--- src/rtl/wcov_pkg.sv ---
package wcov_pkg;
    localparam logic [1:0] OP_WRITE = 2'b01;

    localparam int NUM_ABIN = 5;
    localparam int NUM_DBIN = 4;
    localparam int NUM_XBIN = NUM_ABIN * NUM_DBIN;

    localparam int unsigned ABIN_LO [NUM_ABIN] = '{0, 1, 1024, 8192, 32768};
    localparam int unsigned ABIN_HI [NUM_ABIN] = '{0, 1023, 8191, 32767, 65279};
    localparam int unsigned DBIN_LO [NUM_DBIN] = '{0, 16, 32, 128};
    localparam int unsigned DBIN_HI [NUM_DBIN] = '{15, 31, 127, 255};

    localparam logic [1:0] SEL_ADDR  = 2'd0;
    localparam logic [1:0] SEL_DATA  = 2'd1;
    localparam logic [1:0] SEL_CROSS = 2'd2;

    // Recognizer state: number of handshake steps already matched
    typedef enum logic [2:0] {
        ST_IDLE, ST_REQ, ST_GNT, ST_ADR, ST_DAT, ST_ACK, ST_REL
    } seq_st_e;
endpackage

--- src/rtl/wcov_seq.sv ---
module wcov_seq
    import wcov_pkg::*;
#(
    parameter int ADDR_W = 16,
    parameter int DATA_W = 8
) (
    input  logic              clk,
    input  logic              rst_n,
    input  logic              bus_req,
    input  logic              bus_gnt,
    input  logic [1:0]        bus_op,
    input  logic [ADDR_W-1:0] bus_addr,
    input  logic [DATA_W-1:0] bus_data,
    input  logic              mem_ack,
    output logic              done_o,
    output logic [ADDR_W-1:0] addr_o,
    output logic [DATA_W-1:0] data_o
);
    typedef struct packed {
        seq_st_e           st;
        logic [ADDR_W-1:0] addr;
        logic [DATA_W-1:0] data;
        logic              done;
    } seq_t;

    seq_t seq_d, seq_q;
    logic brk;

    always_comb begin
        seq_d      = seq_q;
        seq_d.done = 1'b0;
        brk        = 1'b0;
        unique case (seq_q.st)
            ST_IDLE: if (bus_req) seq_d.st = ST_REQ;
            ST_REQ:  if (bus_gnt) seq_d.st = ST_GNT; else brk = 1'b1;
            ST_GNT:  if (bus_op == OP_WRITE) begin
                         seq_d.st   = ST_ADR;
                         seq_d.addr = bus_addr;        // address in step 3
                     end else brk = 1'b1;
            ST_ADR:  if (bus_op == OP_WRITE) begin
                         seq_d.st   = ST_DAT;
                         seq_d.data = bus_data;        // data in step 4
                     end else brk = 1'b1;
            ST_DAT:  if (mem_ack)  seq_d.st = ST_ACK; else brk = 1'b1;
            ST_ACK:  if (!bus_req) seq_d.st = ST_REL; else brk = 1'b1;
            ST_REL:  if (!bus_gnt) begin
                         seq_d.st   = ST_IDLE;
                         seq_d.done = 1'b1;            // complete
                     end else brk = 1'b1;
            default: brk = 1'b1;
        endcase
        if (brk) begin
            // drop captured values, reconsider this cycle as step 1
            seq_d.st   = bus_req ? ST_REQ : ST_IDLE;
            seq_d.addr = '0;
            seq_d.data = '0;
        end
    end

    always_ff @(posedge clk or negedge rst_n) begin
        if (!rst_n) seq_q <= '{st: ST_IDLE, addr: '0, data: '0, done: 1'b0};
        else        seq_q <= seq_d;
    end

    assign done_o = seq_q.done;
    assign addr_o = seq_q.addr;
    assign data_o = seq_q.data;

    p_done_after_release_r1: assert property (@(posedge clk) disable iff (!rst_n)
        done_o |-> ($past(!bus_gnt) && $past(!bus_req, 2) && $past(mem_ack, 3)));

    p_break_restart_r6: assert property (@(posedge clk) disable iff (!rst_n)
        (seq_q.st == ST_GNT && bus_op != OP_WRITE && bus_req) |=> (seq_q.st == ST_REQ));

    p_break_idle_r6: assert property (@(posedge clk) disable iff (!rst_n)
        (seq_q.st == ST_DAT && !mem_ack && !bus_req) |=> (seq_q.st == ST_IDLE && addr_o == '0));
endmodule

--- src/rtl/wcov_binner.sv ---
module wcov_binner #(
    parameter int VAL_W = 8,
    parameter int NBIN  = 4,
    parameter int IDX_W = (NBIN > 1) ? $clog2(NBIN) : 1,
    parameter int unsigned LO [NBIN] = '{default: 0},
    parameter int unsigned HI [NBIN] = '{default: 0}
) (
    input  logic [VAL_W-1:0] val,
    output logic             hit,
    output logic [IDX_W-1:0] idx
);
    // Scan from the top so the lowest-numbered matching range wins
    always_comb begin
        hit = 1'b0;
        idx = '0;
        for (int i = NBIN - 1; i >= 0; i--) begin
            if (32'(val) >= LO[i] && 32'(val) <= HI[i]) begin
                hit = 1'b1;
                idx = IDX_W'(i);
            end
        end
    end
endmodule

--- src/rtl/wcov_ctr_bank.sv ---
module wcov_ctr_bank #(
    parameter int NCNT  = 4,
    parameter int CNT_W = 16,
    parameter int IDX_W = (NCNT > 1) ? $clog2(NCNT) : 1
) (
    input  logic                        clk,
    input  logic                        rst_n,
    input  logic                        clr,
    input  logic                        inc,
    input  logic [IDX_W-1:0]            inc_idx,
    output logic [NCNT-1:0][CNT_W-1:0]  cnt_o
);
    localparam logic [CNT_W-1:0] CNT_MAX = '1;

    logic [NCNT-1:0][CNT_W-1:0] cnt_d, cnt_q;

    always_comb begin
        cnt_d = cnt_q;
        if (clr) begin
            cnt_d = '0;                                 // clear wins
        end else if (inc) begin
            for (int i = 0; i < NCNT; i++) begin
                if (int'(inc_idx) == i && cnt_q[i] != CNT_MAX)
                    cnt_d[i] = cnt_q[i] + 1'b1;         // hold at max
            end
        end
    end

    always_ff @(posedge clk or negedge rst_n) begin
        if (!rst_n) cnt_q <= '0;
        else        cnt_q <= cnt_d;
    end

    assign cnt_o = cnt_q;

    for (genvar g = 0; g < NCNT; g++) begin : g_chk
        p_hold_max_r8: assert property (@(posedge clk) disable iff (!rst_n)
            (cnt_q[g] == CNT_MAX && !clr) |=> (cnt_q[g] == CNT_MAX));
        p_clear_r9: assert property (@(posedge clk) disable iff (!rst_n)
            clr |=> (cnt_q[g] == '0));
        p_unit_step_r7: assert property (@(posedge clk) disable iff (!rst_n)
            !clr |=> (cnt_q[g] == $past(cnt_q[g]) ||
                      cnt_q[g] == CNT_W'($past(cnt_q[g]) + 1'b1)));
    end
endmodule

--- src/rtl/bus_wr_cov_mon.sv ---
module bus_wr_cov_mon
    import wcov_pkg::*;
#(
    parameter int ADDR_W = 16,
    parameter int DATA_W = 8,
    parameter int CNT_W  = 16
) (
    input  logic              clk,
    input  logic              rst_n,
    input  logic              clr,
    input  logic              bus_req,
    input  logic              bus_gnt,
    input  logic [1:0]        bus_op,
    input  logic [ADDR_W-1:0] bus_addr,
    input  logic [DATA_W-1:0] bus_data,
    input  logic              mem_ack,
    input  logic [1:0]        rd_sel,
    input  logic [4:0]        rd_idx,
    output logic [CNT_W-1:0]  rd_count,
    output logic [CNT_W-1:0]  txn_count
);
    localparam int AIDX_W = $clog2(NUM_ABIN);
    localparam int DIDX_W = $clog2(NUM_DBIN);
    localparam int XIDX_W = $clog2(NUM_XBIN);

    logic              seq_done;
    logic [ADDR_W-1:0] cap_addr;
    logic [DATA_W-1:0] cap_data;
    logic              a_hit, d_hit;
    logic [AIDX_W-1:0] a_idx;
    logic [DIDX_W-1:0] d_idx;
    logic [XIDX_W-1:0] x_idx;

    logic [NUM_ABIN-1:0][CNT_W-1:0] a_cnt;
    logic [NUM_DBIN-1:0][CNT_W-1:0] d_cnt;
    logic [NUM_XBIN-1:0][CNT_W-1:0] x_cnt;
    logic [0:0][CNT_W-1:0]          t_cnt;

    wcov_seq #(.ADDR_W(ADDR_W), .DATA_W(DATA_W)) u_seq (
        .clk(clk), .rst_n(rst_n), .bus_req(bus_req), .bus_gnt(bus_gnt),
        .bus_op(bus_op), .bus_addr(bus_addr), .bus_data(bus_data),
        .mem_ack(mem_ack), .done_o(seq_done), .addr_o(cap_addr), .data_o(cap_data)
    );

    wcov_binner #(.VAL_W(ADDR_W), .NBIN(NUM_ABIN), .IDX_W(AIDX_W),
                  .LO(ABIN_LO), .HI(ABIN_HI)) u_abin (
        .val(cap_addr), .hit(a_hit), .idx(a_idx)
    );

    wcov_binner #(.VAL_W(DATA_W), .NBIN(NUM_DBIN), .IDX_W(DIDX_W),
                  .LO(DBIN_LO), .HI(DBIN_HI)) u_dbin (
        .val(cap_data), .hit(d_hit), .idx(d_idx)
    );

    // cross slot = address range * data range count + data range
    always_comb begin
        x_idx = XIDX_W'(a_idx) * XIDX_W'(NUM_DBIN) + XIDX_W'(d_idx);
    end

    wcov_ctr_bank #(.NCNT(NUM_ABIN), .CNT_W(CNT_W), .IDX_W(AIDX_W)) u_acnt (
        .clk(clk), .rst_n(rst_n), .clr(clr), .inc(seq_done && a_hit),
        .inc_idx(a_idx), .cnt_o(a_cnt)
    );

    wcov_ctr_bank #(.NCNT(NUM_DBIN), .CNT_W(CNT_W), .IDX_W(DIDX_W)) u_dcnt (
        .clk(clk), .rst_n(rst_n), .clr(clr), .inc(seq_done && d_hit),
        .inc_idx(d_idx), .cnt_o(d_cnt)
    );

    wcov_ctr_bank #(.NCNT(NUM_XBIN), .CNT_W(CNT_W), .IDX_W(XIDX_W)) u_xcnt (
        .clk(clk), .rst_n(rst_n), .clr(clr), .inc(seq_done && a_hit && d_hit),
        .inc_idx(x_idx), .cnt_o(x_cnt)
    );

    wcov_ctr_bank #(.NCNT(1), .CNT_W(CNT_W), .IDX_W(1)) u_tcnt (
        .clk(clk), .rst_n(rst_n), .clr(clr), .inc(seq_done),
        .inc_idx(1'b0), .cnt_o(t_cnt)
    );

    assign txn_count = t_cnt[0];

    // read port
    always_comb begin
        rd_count = '0;
        unique case (rd_sel)
            SEL_ADDR:
                for (int i = 0; i < NUM_ABIN; i++)
                    if (int'(rd_idx) == i) rd_count = a_cnt[i];
            SEL_DATA:
                for (int i = 0; i < NUM_DBIN; i++)
                    if (int'(rd_idx) == i) rd_count = d_cnt[i];
            SEL_CROSS:
                for (int i = 0; i < NUM_XBIN; i++)
                    if (int'(rd_idx) == i) rd_count = x_cnt[i];
            default: rd_count = '0;
        endcase
    end

    p_cross_gate_r5: assert property (@(posedge clk) disable iff (!rst_n)
        (!(seq_done && a_hit && d_hit) && !clr) |=> $stable(x_cnt));

    p_txn_only_done_r7: assert property (@(posedge clk) disable iff (!rst_n)
        (!seq_done && !clr) |=> $stable(txn_count));

    p_addr_miss_r3: assert property (@(posedge clk) disable iff (!rst_n)
        (seq_done && cap_addr > ADDR_W'(ABIN_HI[NUM_ABIN-1]) && !clr) |=> $stable(a_cnt));
endmodule

--- config.mk ---
export PLATFORM = sky130hd
export DESIGN_NAME = bus_wr_cov_mon
export DESIGN_NICKNAME = d
export VERILOG_FILES = /design/src/rtl/wcov_pkg.sv /design/src/rtl/wcov_seq.sv /design/src/rtl/wcov_binner.sv /design/src/rtl/wcov_ctr_bank.sv /design/src/rtl/bus_wr_cov_mon.sv
export SDC_FILE = /design/constraint.sdc
export NUM_CORES = 1
export LEC_CHECK = 0
export CORE_MARGIN = 4
export CORE_UTILIZATION = 43
export DETAILED_ROUTE_END_ITERATION = 10
export DONT_BUFFER_PORTS = 1
export HOLD_SLACK_MARGIN = 0.08
export PLACE_DENSITY_LB_ADDON = 0.08
export REMOVE_ABC_BUFFERS = 1
export SLEW_MARGIN = 30
export SYNTH_ARGS = -nofsm -noshare
export SYNTH_HDL_FRONTEND = slang
export SYNTH_SLANG_ARGS = --single-unit
--- constraint.sdc ---
create_clock -name clk -period 2.4 [get_ports clk]
set_input_delay 0.12 -clock clk [delete_from_list [all_inputs] [get_ports clk]]
set_output_delay 0.12 -clock clk [all_outputs]
set_load 0.01 [all_outputs]
Word level (Yosys, flattened, before mapping)
Cells that the tools add are included.
{"block": "totals", "reg_bits": 508, "in_bits": 39, "elab_cells": 393}
{"block": "classes", "addsub": 31, "n_lt_le_gt_ge": 15, "n_eq_ne": 91, "muxes": 106, "reduce_logical": 116}
{"cell": "16-bit two-way mux", "n": 62}
{"cell": "320-bit two-way mux", "n": 2}
{"cell": "16-bit by 1-bit adder with 16-bit output (second input constant)", "n": 30}
{"cell": "16-bit != test (second input constant)", "n": 30}
{"cell": "80-bit two-way mux", "n": 2}
{"cell": "64-bit two-way mux", "n": 2}
{"cell": "5-bit equality test (second input constant)", "n": 24}
{"cell": "2-bit nonzero test", "n": 37}
{"cell": "2-bit AND reduction", "n": 32}
{"cell": "16-bit one-hot mux with 3 select lines", "n": 1}
{"cell": "5-bit by 4-bit equality test with 1-bit output (second input constant)", "n": 8}
{"cell": "1-bit logical AND", "n": 38}
{"cell": "3-bit two-way mux", "n": 11}
{"cell": "27-bit two-way mux", "n": 1}
{"cell": "3-bit one-hot mux with 7 select lines", "n": 1}
{"cell": "5-bit by 3-bit equality test with 1-bit output (second input constant)", "n": 4}
{"cell": "19-bit two-way mux", "n": 1}
{"cell": "3-bit equality test (second input constant)", "n": 6}
{"cell": "16-bit by 1-bit >= comparator with 1-bit output (second input constant)", "n": 1}
{"cell": "16-bit by 11-bit >= comparator with 1-bit output (second input constant)", "n": 1}
{"cell": "16-bit by 14-bit >= comparator with 1-bit output (second input constant)", "n": 1}
{"cell": "16-bit >= comparator (second input constant)", "n": 1}
{"cell": "16-bit by 1-bit <= comparator with 1-bit output (second input constant)", "n": 1}
{"cell": "16-bit by 10-bit <= comparator with 1-bit output (second input constant)", "n": 1}
{"cell": "27 further kinds", "n": 61}

Longest topological paths before layout
{"block": "depth", "depth_word": 22, "ltp_mapped": 10, "depth_no_buf": 7}

Modules after synthesis
A second synthesis with hierarchy kept.
{"block": "hier_totals", "hier_cells": 3688, "area_unflattened_um2": 32429.9}
{"mod": "wcov_ctr_bank at u_xcnt", "n_inst": 1, "cells_each": 1820, "area_each_um2": 17030.1}
{"mod": "wcov_ctr_bank at u_acnt", "n_inst": 1, "cells_each": 503, "area_each_um2": 4635.7}
{"mod": "bus_wr_cov_mon", "n_inst": 1, "cells_each": 704, "area_each_um2": 4444.3}
{"mod": "wcov_ctr_bank at u_dcnt", "n_inst": 1, "cells_each": 396, "area_each_um2": 3669.8}
{"mod": "wcov_seq", "n_inst": 1, "cells_each": 143, "area_each_um2": 1525.2}
{"mod": "wcov_ctr_bank at u_tcnt", "n_inst": 1, "cells_each": 104, "area_each_um2": 1007.2}
{"mod": "wcov_binner at u_abin", "n_inst": 1, "cells_each": 13, "area_each_um2": 88.8}
{"mod": "wcov_binner at u_dbin", "n_inst": 1, "cells_each": 5, "area_each_um2": 28.8}

Worst setup path after synthesis
Ideal clock, no wire load.
{"block": "synth_path", "path_kind": "flip-flop to flip-flop", "startpoint": "register u_seq.seq_q, in the netlist u_seq.addr_o[13]", "endpoint": "register u_xcnt.cnt_q, in the netlist u_xcnt.cnt_o[125]", "setup_time_ns": 0.127, "t_arrival_ns": 2.017, "required_ns": 2.273, "path_slack_ns": 0.255, "path_stages_with_launch": 7, "cell_sequence": "dfrtp_1 > nor4b_4 > nand2_1 > or4_4 > nand2_1 > nand3_1 > mux2_1"}
{"block": "synth_via", "elab_chain_cells": 12, "word_cells_on_any_way": 31, "classes_between": "add/sub (1); order compare (9); eq/ne (1); mux (10); reduce/logical (10)"}
{"element": "start, declared", "line_no": "wcov_seq.sv:26", "rtl": "seq_t seq_d, seq_q;"}
{"element": "start signal, assigned", "line_no": "wcov_seq.sv:61", "rtl": "if (!rst_n) seq_q <= '{st: ST_IDLE, addr: '0, data: '0, done: 1'b0};"}
{"element": "start signal, assigned", "line_no": "wcov_seq.sv:62", "rtl": "else seq_q <= seq_d;"}
{"element": "16-bit >= comparator or 16-bit <= comparator (tied branches)", "line_no": "wcov_binner.sv:17", "rtl": "if (32'(val) >= LO[i] && 32'(val) <= HI[i]) begin"}
{"element": "1-bit logical AND", "line_no": "wcov_binner.sv:17"}
{"element": "3-bit two-way mux (5 in series)", "line_no": "wcov_binner.sv:17"}
{"element": "5-bit by 2-bit adder with 5-bit output", "line_no": "bus_wr_cov_mon.sv:57", "rtl": "x_idx = XIDX_W'(a_idx) * XIDX_W'(NUM_DBIN) + XIDX_W'(d_idx);"}
{"element": "5-bit by 4-bit equality test with 1-bit output", "line_no": "wcov_ctr_bank.sv:23", "rtl": "if (int'(inc_idx) == i && cnt_q[i] != CNT_MAX)"}
{"element": "1-bit logical AND", "line_no": "wcov_ctr_bank.sv:23"}
{"element": "2-bit nonzero test (no line)"}
{"element": "2-bit AND reduction (no line) (*)"}
{"element": "end signal, assigned", "line_no": "wcov_ctr_bank.sv:31", "rtl": "else cnt_q <= cnt_d;"}
{"element": "end, declared", "line_no": "wcov_ctr_bank.sv:15", "rtl": "logic [NCNT-1:0][CNT_W-1:0] cnt_d, cnt_q;"}
Every way passes the cells marked *; elsewhere a longest branch is shown, timed or not.
A chain may end at the register's enable or synchronous reset.

Final worst setup path
{"block": "layout_path", "startpoint": "register u_acnt.cnt_q, in the netlist u_acnt.cnt_o[48]", "endpoint": "output rd_count[0]"}
{"block": "layout_via", "elab_chain_cells": 3}
{"element": "start, declared", "line_no": "wcov_ctr_bank.sv:15"}
{"element": "start signal, assigned", "line_no": "wcov_ctr_bank.sv:31"}
{"element": "16-bit two-way mux (2 in series)", "line_no": "bus_wr_cov_mon.sv:88", "rtl": "if (int'(rd_idx) == i) rd_count = a_cnt[i];"}
{"element": "16-bit one-hot mux with 3 select lines", "line_no": "bus_wr_cov_mon.sv:85", "rtl": "unique case (rd_sel)"}
{"element": "end, declared", "line_no": "bus_wr_cov_mon.sv:19", "rtl": "output logic [CNT_W-1:0] rd_count,"}
No other way between the ends.

==> reports/results.ini <==
[power_and_ir_drop]
p_sw_mw = 5.35
cellInternalPower_mw = 15.1
p_leak_nw = 14.5
total_power_mw = 20.5
swShare_pct = 26.1
seqPwrFrac_pct = 42.9
comb_power_share_pct = 10.4
ir_drop_mv = 0.573
p_clk_share_pct = 46.8
power_density_nw_per_um2 = 559

[logic_synthesis]
synth_top_family_by_area = simple AND/OR/NAND/NOR gates
synth_edf_count = 0
synthDistinctLibCells = 106
synth_top_area_share_pct = 41.8
muxShareOfSynthArea_pct = 2.88
synth.area.top_cells = dfrtp_1 42%, nor2_1 7.0%, xor2_1 6.1%
synthSimpleGateAreaFrac_pct = 27.2
synth_area_um2 = 30200
synth_seq_cells = 504
synthCells = 3416
seq_area_frac_synth_pct = 41.8
ys_warn_count = 0
synth.most_common_cell = nor2_1
synth_top_area_cell = dfrtp_1
synth_common_cells = 564 x nor2_1, 504 x dfrtp_1, 311 x nand2_1
async_flop_share_pct = 100
synthAdderAreaFrac_pct = 1.24
synth_xor_area_share_pct = 11.6
synth_ff_type = dfrtp_1
synth_compound_area_share_pct = 12.2
syn_area_per_cell_um2 = 8.83

[timing]
tightestPinTransition_ns = 2.71
min_period_over_period_pct = 113
hold_viol_final = 559
rsz0062_at_grt = true
slew_viol_final = 813
max_slew_margin_pct = -80.4
setup_viol_count_final = 20
clock_skew_ns = 0.0381
min_period_ns = 2.72
fin_setup_tns_ns = -2.60
setup_ws_ns = -0.320
hold_ws_ns = -0.829
clock.fmax_ghz = 0.368

[worst_setup_path]
r2r_start = u_seq.addr_o[15]$_DFFE_PN0P_
slowest_delay_ns = 0.57
r2r_cells = 7
cp.arrival_ns = 2.60
r2r-end = u_xcnt.cnt_o[30]$_DFFE_PN0P_
crit_family = multiplexers
cpMaxStageDelayCell = mux4_2
critPathCaptureType = output pin
path_cells = mux4_2, a22oi_2, nor2_2, nor3_2, buf_4, o211ai_1, buf_4
critical_path_class = register to output pin
worst-path-buf-inv = 2
crit_top_cell = buf_4
crit_fanout = 2
critPathLaunchType = register
r2r_slack_ns = -0.04
timing.critical_path.required_ns = 2.28

[detailed_routing]
antenna_left = 0
post_drt_wl_per_cell_um = 23.3
drc = 0
vias_per_cell = 6.02
via_count = 27862
routed_wirelength_um = 108000
dr.pass1.iters = 8
drtIter0Drc = 3051

[grt]
track_usage_pct = 28.0
grt_max_degree = 513
grt_pass1_vias = 26468
grt_pass1_wl_um = 163000
antenna_found_initial = 0
grt.overflow.total = 0

[final_layout]
drive_above_1_share_pct = 17.0
area_growth_syn_to_layout_pct = 21.5
nets = 3716
fillCellCount = 6405
utilization_pct = 53.1
instances_no_fill = 4627

[floorplanning]
die_y_um = 273
initial_core_util_pct = 43.7
fp.dieArea_um2 = 74400
io_pins = 71
die_x_um = 273
coreArea_um2 = 69100
placement_rows = 96

[cts]
cts.clk_slew.worst_paths_ns = 0.06
cts_tree = built
numCtsBuffers = 60
cts.sinks = 504
root_buffer = clkbuf_16
clockBufferDepth = 3
clock_latency_ns = 0.66
cts.htree.levels = 2

[outcome]
status = complete, but fails checks
violations = hold timing, slew limit, setup timing

[placement]
dpl_worst_slack_ns = -0.00369
hpwl_um = 74600
place_congestion = 0.967
post-place-cells = 4383
portBuffers = 0

[job]
drv_cap = 0

[worst_hold_path]
hp-class = primary input to asynchronous set/reset pin

-- worst max path at each step --
stage / start / endpoint / slack, ns / cells past startpoint
after detailed placement: rd_idx[3] / rd_count[13] / -0.004 / 10
after global placement: u_seq.addr_o[13]$_DFFE_PN0P_ / u_acnt.cnt_o[37]$_DFFE_PN0P_ / 0.04 / 7
final: u_acnt.cnt_o[48]$_DFFE_PN0P_ / rd_count[0] / -0.32 / 7
after global routing: u_acnt.cnt_o[48]$_DFFE_PN0P_ / rd_count[0] / -0.36 / 7
after CTS: u_acnt.cnt_o[48]$_DFFE_PN0P_ / rd_count[0] / -0.33 / 7
after floorplan: u_seq.data_o[7]$_DFFE_PN0P_ / u_xcnt.cnt_o[153]$_DFFE_PN0P_ / -0.04 / 6
-- power by group through the flow --
stage / clock, mW / combinational (mW) / sequential [mW]
6_report: 9.59 / 2.13 / 8.79
5_1_grt: 10.1 / 2.23 / 8.80
2_1_floorplan: 0 / 0.904 / 8.90
3_5_place_dp: 0 / 1.78 / 8.92
4_1_cts: 9.79 / 1.93 / 8.77
3_3_place_gp: 0 / 1.77 / 8.91
-- metal layers --
metal | GRT usage, % | routed length (um) | part of all wire [%]
met5 | 0 | 0 | 0
met4 | 9.56 | 3970 | 3.7
met3 | 5.00 | 7510 | 7.0
met2 | 44.2 | 49600 | 46
met1 | 39.1 | 46900 | 43
-- stage by stage --
| stage | instance area (um2) | hold slack, ns |
|---|---|---|
| 2_1_floorplan | 29400 | -0.176 |
| 3_3_place_gp | 32300 | -0.145 |
| 3_5_place_dp | 32300 | -0.143 |
| 4_1_cts | 35900 | -0.848 |
| 5_1_grt | 36700 | -0.842 |
| 6_report | 36700 | -0.829 |
-- flip-flops by register name, indices dropped and copies added, names as in the netlist --
register,cells
u_xcnt.cnt_o,320
u_acnt.cnt_o,80
u_dcnt.cnt_o,64
u_seq.addr_o,16
u_tcnt.cnt_o,16
u_seq.data_o,4
u_seq.seq_q,3
u_seq.done_o,1
-- layout make-up --
cell class	count	area (um2)	share of cell area, %
multi-input combinational	2689	17600	48.1
sequential	504	12700	34.5
timing repair buffer	344	2960	8.06
clock buffer	92	1810	4.94
tap	931	1160	3.18
clock inverter	18	245	0.669
inverter	48	180	0.491
antenna	1	2.50	0.00683
-- logic make-up after synthesis --
| logic type | Yosys count |
|---|---|
| DFF | 504 |
| and+or+nand+nor | 1641 |
| buffers and inverters | 225 |
| AOI/OAI and AO/OA | 546 |
| adders and majority gates | 30 |
| xor gates and xnor gates | 399 |
| muxes | 71 |
-- placed cells by master, fill, tap and decap left out, drive strengths merged, types with 22 or more instances in the layout --
master       instances
nor2               566
nand4              129
and4                55
o211ai              22
nor3               111
inv                 50
mux2i               43
nand3              188
a21oi              148
or3                 35
and3                69
dfrtp              504
clkbuf              92
xnor2              190
a22oi               61
dlygate4sd3         84
nor4                58
ha                  30
buf                260
nand2              311
o21ai              114
xor2               209
-- what timing repair did --
item | 4_1_cts | 5_1_grt
endpoints found under the setup margin | 19 | 108
gates resized for setup | 124 | 129
pin swaps | 39 | 45
gates cloned | 0 | 2
hold buffers | 79 | 5
setup buffers | 30 | 23
endpoints found under the hold margin | 1005 | 942
(Power assumes the default switching activity.)
